### src/rtl/usbmon_pkg.sv
package usbmon_pkg;

  typedef enum logic [1:0] {
    LS_SE0 = 2'b00,
    LS_J   = 2'b01,
    LS_K   = 2'b10,
    LS_SE1 = 2'b11
  } lineCode_t;

  // strobes from the line datapath to the event control
  typedef struct packed {
    lineCode_t curLine;
    lineCode_t prevLine;
    logic      runStart;    // first cycle of a new line state
    logic      resetHit;    // SE0 just exceeded the reset threshold
    logic      idleHit;     // J just exceeded the suspend threshold
    logic      eopIdleHit;  // qualifying SE0 followed by one full idle bit
  } lineEvt_t;

endpackage

### src/rtl/usbmon_line_path.sv
module usbmon_line_path
  import usbmon_pkg::*;
#(
  parameter int SAMPLES_PER_BIT = 4,
  parameter int RESET_SAMPLES   = 120,
  parameter int SUSPEND_SAMPLES = 144000
) (
  input  logic     clk,
  input  logic     rst,
  input  logic     dpRaw,
  input  logic     dmRaw,
  output lineEvt_t evt
);

  localparam int RunCap = ((SUSPEND_SAMPLES > RESET_SAMPLES) ? SUSPEND_SAMPLES : RESET_SAMPLES) + 2;
  localparam int RunW   = $clog2(RunCap + 1);
  localparam int EopMin = SAMPLES_PER_BIT + SAMPLES_PER_BIT / 2;
  localparam int EopMax = 2 * SAMPLES_PER_BIT + SAMPLES_PER_BIT / 2;

  logic [1:0]      syncA, syncB, syncC;
  lineCode_t       curLine, prevLine;
  logic [RunW-1:0] runLen, prevRun;
  logic            acceptNew;

  // two-flop synchronizer plus one history stage for the stability filter
  always_ff @(posedge clk) begin
    if (rst) begin
      syncA <= LS_J;
      syncB <= LS_J;
      syncC <= LS_J;
    end else begin
      syncA <= {dmRaw, dpRaw};
      syncB <= syncA;
      syncC <= syncB;
    end
  end

  assign acceptNew = (syncB == syncC) && (lineCode_t'(syncB) != curLine);

  always_ff @(posedge clk) begin
    if (rst) begin
      curLine  <= LS_J;
      prevLine <= LS_SE1;
      runLen   <= RunW'(1);
      prevRun  <= '0;
    end else if (acceptNew) begin
      prevLine <= curLine;
      prevRun  <= runLen;
      curLine  <= lineCode_t'(syncB);
      runLen   <= RunW'(1);
    end else if (runLen != RunW'(RunCap)) begin
      runLen <= runLen + RunW'(1);
    end
  end

  always_comb begin
    evt.curLine    = curLine;
    evt.prevLine   = prevLine;
    evt.runStart   = (runLen == RunW'(1));
    evt.resetHit   = (curLine == LS_SE0) && (runLen == RunW'(RESET_SAMPLES + 1));
    evt.idleHit    = (curLine == LS_J) && (runLen == RunW'(SUSPEND_SAMPLES + 1));
    evt.eopIdleHit = (curLine == LS_J) && (runLen == RunW'(SAMPLES_PER_BIT)) &&
                     (prevLine == LS_SE0) &&
                     (prevRun >= RunW'(EopMin)) && (prevRun <= RunW'(EopMax));
  end


  accept_stable_chk: assert property (@(posedge clk) disable iff (rst)
    !$stable(curLine) |-> (curLine == lineCode_t'($past(syncB))) && $past(syncB == syncC));

endmodule

### src/rtl/usbmon_event_ctrl.sv
module usbmon_event_ctrl
  import usbmon_pkg::*;
(
  input  logic     clk,
  input  logic     rst,
  input  lineEvt_t evt,
  output logic     sopPulse,
  output logic     eopPulse,
  output logic     busResetPulse,
  output logic     wakePulse,
  output logic     suspended
);

  typedef enum logic {PWR_AWAKE, PWR_ASLEEP} pwr_t;
  pwr_t pwrState;

  always_ff @(posedge clk) begin
    if (rst) begin
      pwrState      <= PWR_AWAKE;
      sopPulse      <= 1'b0;
      eopPulse      <= 1'b0;
      busResetPulse <= 1'b0;
      wakePulse     <= 1'b0;
    end else begin
      sopPulse      <= evt.runStart && (evt.curLine == LS_K) && (evt.prevLine == LS_J);
      eopPulse      <= evt.eopIdleHit;
      busResetPulse <= evt.resetHit;
      wakePulse     <= 1'b0;
      case (pwrState)
        PWR_AWAKE:
          if (evt.idleHit) pwrState <= PWR_ASLEEP;
        PWR_ASLEEP:
          if (evt.resetHit) begin
            pwrState <= PWR_AWAKE;
          end else if (evt.curLine == LS_K) begin
            pwrState  <= PWR_AWAKE;
            wakePulse <= 1'b1;
          end
        default: pwrState <= PWR_AWAKE;
      endcase
    end
  end

  assign suspended = (pwrState == PWR_ASLEEP);


  reset_once_chk: assert property (@(posedge clk) disable iff (rst)
    busResetPulse |=> !busResetPulse);


  pulse_excl_chk: assert property (@(posedge clk) disable iff (rst)
    $onehot0({sopPulse, eopPulse, busResetPulse}));


  suspend_idle_chk: assert property (@(posedge clk) disable iff (rst)
    $rose(suspended) |-> ($past(evt.curLine) == LS_J));


  wake_exit_chk: assert property (@(posedge clk) disable iff (rst)
    wakePulse |-> (!suspended && $past(suspended)));


  reset_wakes_chk: assert property (@(posedge clk) disable iff (rst)
    (busResetPulse && $past(suspended)) |-> (!suspended && !wakePulse));

endmodule

### src/rtl/usb_bus_monitor.sv
module usb_bus_monitor
  import usbmon_pkg::*;
#(
  parameter int SAMPLES_PER_BIT = 4,
  parameter int RESET_SAMPLES   = 120,
  parameter int SUSPEND_SAMPLES = 144000
) (
  input  logic       clk,
  input  logic       rst,
  input  logic       dpRaw,
  input  logic       dmRaw,
  output logic [1:0] lineState,
  output logic       sopPulse,
  output logic       eopPulse,
  output logic       busResetPulse,
  output logic       wakePulse,
  output logic       suspended
);

  lineEvt_t evt;

  usbmon_line_path #(
    .SAMPLES_PER_BIT(SAMPLES_PER_BIT),
    .RESET_SAMPLES  (RESET_SAMPLES),
    .SUSPEND_SAMPLES(SUSPEND_SAMPLES)
  ) u_path (
    .clk  (clk),
    .rst  (rst),
    .dpRaw(dpRaw),
    .dmRaw(dmRaw),
    .evt  (evt)
  );

  usbmon_event_ctrl u_ctrl (
    .clk          (clk),
    .rst          (rst),
    .evt          (evt),
    .sopPulse     (sopPulse),
    .eopPulse     (eopPulse),
    .busResetPulse(busResetPulse),
    .wakePulse    (wakePulse),
    .suspended    (suspended)
  );

  assign lineState = evt.curLine;

endmodule

### config.mk
export PLATFORM = sky130hd
export DESIGN_NAME = usb_bus_monitor
export DESIGN_NICKNAME = d
export VERILOG_FILES = /design/src/rtl/usbmon_pkg.sv /design/src/rtl/usbmon_line_path.sv /design/src/rtl/usbmon_event_ctrl.sv /design/src/rtl/usb_bus_monitor.sv
export SDC_FILE = /design/constraint.sdc
export NUM_CORES = 1
export LEC_CHECK = 0
export ABC_AREA = 1
export ABC_CLOCK_PERIOD_IN_PS = 1850
export BUFFER_PORTS_ARGS = -buffer_cell sky130_fd_sc_hd__clkbuf_2
export CORE_UTILIZATION = 50
export CTS_CLUSTER_DIAMETER = 100
export DETAILED_ROUTE_END_ITERATION = 7
export PLACE_DENSITY = 0.67
export SYNTH_ARGS = -nofsm -noshare
export SYNTH_HDL_FRONTEND = slang
export SYNTH_SLANG_ARGS = --single-unit
### constraint.sdc
create_clock -name clk -period 1.85 [get_ports clk]
set_input_delay 0.37 -clock clk [delete_from_list [all_inputs] [get_ports clk]]
set_output_delay 0.37 -clock clk [all_outputs]
set_load 0.005 [all_outputs]
==> metrics.cfg, run 1 <==
[run_status]
outcome = completed

[power_and_ir_drop]
internal_power_uw = 1530
p_seq_share_pct = 57.9
swShare_pct = 27.6
p_comb_share_pct = 13.4
peakVddDrop_uv = 359
power_frac_clock_pct = 28.7
p_per_area_nw_per_um2 = 831
leakagePower_uw = 0.00103
p_sw_uw = 582

[global_routing]
antenna_found_initial = 0
grt_max_degree = 25
gr-total-overflow = 0
grt_pass1_wl_um = 8480
gr-usage-all-layers_pct = 21.5
grt_pass1_vias = 1858

[routing]
num_vias = 2068
vias_per_cell = 5.03
drtPass1Iterations = 4
post-route-drc-count = 0
wire_per_inst_um = 12.2
ant_nets = 0
drt-initial-drc-count = 142
detail_route.wirelength_um = 5020

[cts]
cts_tree = built
cts.path.max_buffers = 2
ctsHtreeMaxLevel = 2
postCtsHoldBufs = 0
cts-root-buf = clkbuf_8
cts.sinks = 51
post_cts_buffers = 0
clkLatencyLatePin_ns = 0.30
clk_pin_slew_ns = 0.09
cts_resized = 0
cts_buffers = 5

[place]
dpl_cell_area_um2 = 2460
gp_congestion = 0.844
dp_hpwl_um = 3800
dp.cells = 403
io_buffers = 10
place_ws_ns = 0.308

[sta]
hold_viol = 0
fin_tns_setup_ns = 0
fin_crit_sh_pct = 86.2
setup_viol = 0
layout_setup_ws_ns = 0.256
rsz0062_at_grt = false
slew_headroom_pct = 73.8
fmax_mhz = 627
fin_crit_ns = 1.59
worst-slew-pin-transition_ns = 0.393
hold_slack_ns = 0.245
timing_max_transition_violations_final = 0
skew_ns = 0.00414

[floorplan]
die_area_um2 = 5140
num_io_pins = 11
die_w_um = 71.7
coreArea_um2 = 4500
initial_core_util_pct = 53.9
rows = 24
die_h_um = 71.7

[cells_and_area]
layout_common_cells = 89 x nor2_1, 63 x nand2_1, 51 x dfxtp_1, 35 x inv_1, 19 x nand3_1
final_cell_area_um2 = 2540
syn2layout_area_growth_pct = 4.69
fillers = 460
diodes = 0
fin_cells = 411
fin_nets = 366
layout-drive-gt1-share_pct = 8.36
layout_commonest_cell = nor2_1

[yosys]
synth_edf_count = 0
yosys_register_bits = 51
syn_area_um2 = 2430
yosysSeqAreaShare_pct = 42.0
synthDistinctLibCells = 32
avgSynthCellArea_um2 = 6.90
synth_fp_nets = 360
yosys_warnings = 0
yosysTopAreaCell = dfxtp_1
synthArstFlopShare_pct = 0
synth.area.top_cells = dfxtp_1 42%, nor2_1 14%, nand2_1 9.7%, inv_1 5.4%, nand3_1 3.9%
synth_top_area_share_pct = 42.0
synth_cells = 352
synthFlopType = dfxtp_1

[critical_path]
critical_path_arrival_ns = 1.82
worstSetupEndpointType = register
crit_type = reg2reg
worstSetupStartpoint = u_path.runLen[0]
crit_path_start_kind = register
crit_required_ns = 2.08
reg2regPathDepth = 6
endpoint = u_path.runLen[10]
rr_endpoint = u_path.runLen[10]
rrSetupSlack_ns = 0.26
critPathMaxFanout = 6
worst_r2r_startpoint = u_path.runLen[0]

[job]
cap_violations = 0

[min_path]
hold_class = in2reg

-- cells in the mapped netlist, types with 2 or more instances --
| cell type | instances |
|---|---|
| nor2_1 | 89 |
| nand2_1 | 63 |
| dfxtp_1 | 51 |
| inv_1 | 35 |
| nand3_1 | 19 |
| a21oi_1 | 17 |
| o21ai_1 | 13 |
| o21ai_0 | 12 |
| nand4_1 | 7 |
| nor3_1 | 6 |
| ha_1 | 4 |
| buf_4 | 3 |
| buf_6 | 3 |
| clkbuf_1 | 3 |
| or2_2 | 3 |
| buf_2 | 2 |
| nand2_4 | 2 |
| nor2_2 | 2 |
| o211ai_1 | 2 |
| or2_0 | 2 |
| xnor2_1 | 2 |
| xor2_1 | 2 |
-- critical path, stage by stage (launching register included) --
cell,delay [ns]
dfxtp_1,0.49
ha_1,0.26
nand3_1,0.14
nor2_1,0.17
nand2_1,0.12
or2_1,0.22
a21oi_1,0.13
-- area by class of cell --
type	instances	area [µm²]	area share [%]
clock buffer	5	68.8	2.71
tap	52	65.1	2.56
multi-input combinational	252	1170	46.1
timing repair buffer	11	57.6	2.26
clock inverter	3	15.0	0.591
inverter	37	144	5.66
sequential	51	1020	40.2
-- per-stage QoR --
stage | total power [µW] | utilization (%)
floorplan | 1500 | -
global placement | 1530 | 54.6
detailed placement | 1540 | 54.6
CTS | 2160 | 56.4
global route | 2260 | 56.4
finish | 2110 | 56.4
-- state kept, by name, indices dropped and copies added (netlist names) --
register	count
u_path.prevLine	2
u_ctrl.wakePulse	1
u_ctrl.eopPulse	1
u_ctrl.busResetPulse	1
u_path.syncC	2
u_path.syncA	2
u_path.prevRun	18
u_path.runLen	18
u_path.syncB	2
u_ctrl.suspended	1
u_ctrl.sopPulse	1
u_path.curLine	2
-- worst min-delay path by stage --
stage / depth (start not counted) / from / slack [ns] / to
after floorplan: 2 / u_path.syncA[1] / 0.39 / u_path.syncB[1]
after detailed placement: 1 / u_path.syncA[0] / 0.40 / u_path.syncB[0]
after global routing: 2 / dpRaw / 0.24 / u_path.syncA[0]
final: 2 / dpRaw / 0.25 / u_path.syncA[0]
after CTS: 2 / dpRaw / 0.23 / u_path.syncA[0]
after global placement: 1 / u_path.syncA[0] / 0.39 / u_path.syncB[0]
-- metal layers --
metal	up-vias	wire [µm]	GRT usage (%)	part of all wire (%)
met1	907	2510	29.7	50
met3	5	218	4.64	4.3
met2	36	2240	33.3	45
met4	0	49	7.19	0.98
li1	1120	-	-	-
met5	-	0	0	0
-- power by group through the flow --
stage / Sequential (µW) / Combinational (µW) / Clock (µW)
after floorplan: 1230 / 269 / 0
after global placement: 1250 / 283 / 0
after detailed placement: 1250 / 286 / 0
after CTS: 1220 / 288 / 645
after global routing: 1230 / 333 / 691
final: 1220 / 284 / 607
-- logic make-up after synthesis --
family	after synthesis	share of synthesized area [%]
and+or+nand+nor	198	34.8
DFF	51	42.0
buffers and inverters	49	9.74
AOI/OAI and AO/OA	46	9.94
xor gates and xnor gates	4	1.44
adders and majority gates	4	2.06
(Power assumes the default switching activity.)
==> inputs of run 2 (changes only) <==
Settings changed: BUFFER_PORTS_ARGS -buffer_cell sky130_fd_sc_hd__clkbuf_2 to -buffer_cell sky130_fd_sc_hd__buf_2.
==> metrics.cfg, run 2 (synthesized netlist as in run 1, its figures left out) <==
[run_status]
outcome = completed

[cells_and_area]
layout_common_cells = 89 x nor2_1, 63 x nand2_1, 51 x dfxtp_1, 35 x inv_1, 19 x nand3_1
top_regs = u_path.prevRun (18), u_path.runLen (18)
layout_commonest_cell = nor2_1
fillers = 439  ; -4.6%
syn2layout_area_growth_pct = 4.84
layout-drive-gt1-share_pct = 8.10  ; -0.26 points
final_cell_area_um2 = 2550  ; +0.15%
diodes = 0  ; unchanged
fin_nets = 366  ; unchanged

[cts]
clkLatencyLatePin_ns = 0.30  ; about the same
cts_resized = 0  ; unchanged
postCtsHoldBufs = 0  ; unchanged
cts.path.max_buffers = 2  ; unchanged
clk_pin_slew_ns = 0.09  ; about the same
cts-root-buf = clkbuf_8
cts_tree = built
cts.sinks = 51  ; unchanged
cts_buffers = 5  ; unchanged
ctsHtreeMaxLevel = 2  ; unchanged
post_cts_buffers = 0  ; unchanged

[routing]
post-route-drc-count = 0  ; unchanged
num_vias = 2137  ; +3.3%
wire_per_inst_um = 12.4  ; +1.5%
vias_per_cell = 5.21  ; +3.6%
ant_nets = 0  ; unchanged
drt-initial-drc-count = 128  ; -9.9%
detail_route.wirelength_um = 5080  ; +1.2%
drtPass1Iterations = 4  ; unchanged

[critical_path]
cpMostUsedCell = nand2_1
rrSetupSlack_ns = 0.28  ; +0.03 ns
cp_top_family = flip-flops
worstSetupEndpointType = register
critPathSlowestCell = dfxtp_1
worstSetupStartpoint = u_path.runLen[0]
cp.depth = 6  ; unchanged
endpoint = u_path.runLen[16]
crit_type = reg2reg
crit_path_cell_trace = ha_1 -> nand2_1 -> nor2_1 -> nand2_1 -> o21ai_0 -> a21oi_1
crit_required_ns = 2.04  ; -0.04 ns
max_stage_delay_ns = 0.48  ; about the same
rr_endpoint = u_path.runLen[16]
worst-path-buf-inv = 0  ; unchanged
critical_path_arrival_ns = 1.76  ; -0.06 ns
critPathMaxFanout = 6  ; unchanged
crit_path_start_kind = register
reg2regPathDepth = 6  ; unchanged
worst_r2r_startpoint = u_path.runLen[0]

[place]
place_ws_ns = 0.297  ; -0.0119 ns
dp_hpwl_um = 3750  ; -1.1%
io_buffers = 10  ; unchanged
gp_congestion = 0.885  ; +4.8%
dpl_cell_area_um2 = 2460  ; unchanged

[floorplan]
coreArea_um2 = 4500  ; unchanged
rows = 24  ; unchanged
initial_core_util_pct = 53.9  ; unchanged
die_area_um2 = 5140  ; unchanged
die_w_um = 71.7  ; unchanged
num_io_pins = 11  ; unchanged
die_h_um = 71.7  ; unchanged

[sta]
rsz0062_at_grt = false
worst-slew-pin-transition_ns = 0.394  ; +0.00124 ns
setup_viol = 0  ; unchanged
skew_ns = 0.0146  ; +0.0104 ns
fin_crit_ns = 1.57  ; -0.0254 ns
layout_setup_ws_ns = 0.281  ; +0.0254 ns
hold_viol = 0  ; unchanged
fin_crit_sh_pct = 84.8  ; -1.4 points
fmax_mhz = 638  ; +1.6%
fin_tns_setup_ns = 0  ; unchanged
timing_max_transition_violations_final = 0  ; unchanged
slew_headroom_pct = 73.7  ; -0.083 points
hold_slack_ns = 0.255  ; +0.00936 ns

[global_routing]
grt_max_degree = 25  ; unchanged
antenna_found_initial = 0  ; unchanged
gr-usage-all-layers_pct = 22.2  ; +0.75 points
grt_pass1_vias = 1951  ; +5.0%
grt_pass1_wl_um = 8950  ; +5.5%
gr-total-overflow = 0  ; unchanged

[job]
cap_violations = 0  ; unchanged

[power_and_ir_drop]
leakagePower_uw = 0.00103  ; +0.31%
peakVddDrop_uv = 518  ; +44%
p_per_area_nw_per_um2 = 843  ; +1.5%

[min_path]
hold_class = in2reg

==> run 2: layout make-up <==
cell class / count / area [µm²] / area share, %
Clock inverter: 1 / 5.00 / 0.197
Timing Repair Buffer: 11 / 57.6 / 2.26
Clock buffer: 6 / 82.6 / 3.24
Tap cell: 52 / 65.1 / 2.56
Inverter: 37 / 144 / 5.65
Sequential cell: 51 / 1020 / 40.1
Multi-Input combinational cell: 252 / 1170 / 46.0
==> run 2: power by group <==
part	total, µW	internal [µW]	switching, µW
logic	285	104	181
registers	1220	1170	56.7
clock network	638	294	344
total	2150	1570	582
==> run 2: worst min path at each step <==
stage	startpoint	cells past startpoint	endpoint
floorplan	u_path.syncA[1]	2	u_path.syncB[1]
global placement	u_path.syncA[0]	1	u_path.syncB[0]
detailed placement	u_path.syncA[1]	2	u_path.syncB[1]
CTS	dpRaw	2	u_path.syncA[0]
global route	dpRaw	2	u_path.syncA[0]
finish	dpRaw	2	u_path.syncA[0]
==> run 2: metrics by stage <==
step / util (%) / total power, µW / instances
4_1_cts: 56.5 / 2170 / 410
3_5_place_dp: 54.6 / 1530 / 403
5_1_grt: 56.5 / 2290 / 410
2_1_floorplan: - / 1500 / 352
3_3_place_gp: 54.6 / 1530 / 403
6_report: 56.5 / 2150 / 410
==> run 2: metal layers <==
layer	routed length (µm)	vias to the layer above	track usage (%)
li1	-	1125	-
met1	2530	956	31.5
met2	2200	49	33.9
met3	284	7	3.94
met4	71	0	8.28
met5	0	-	0
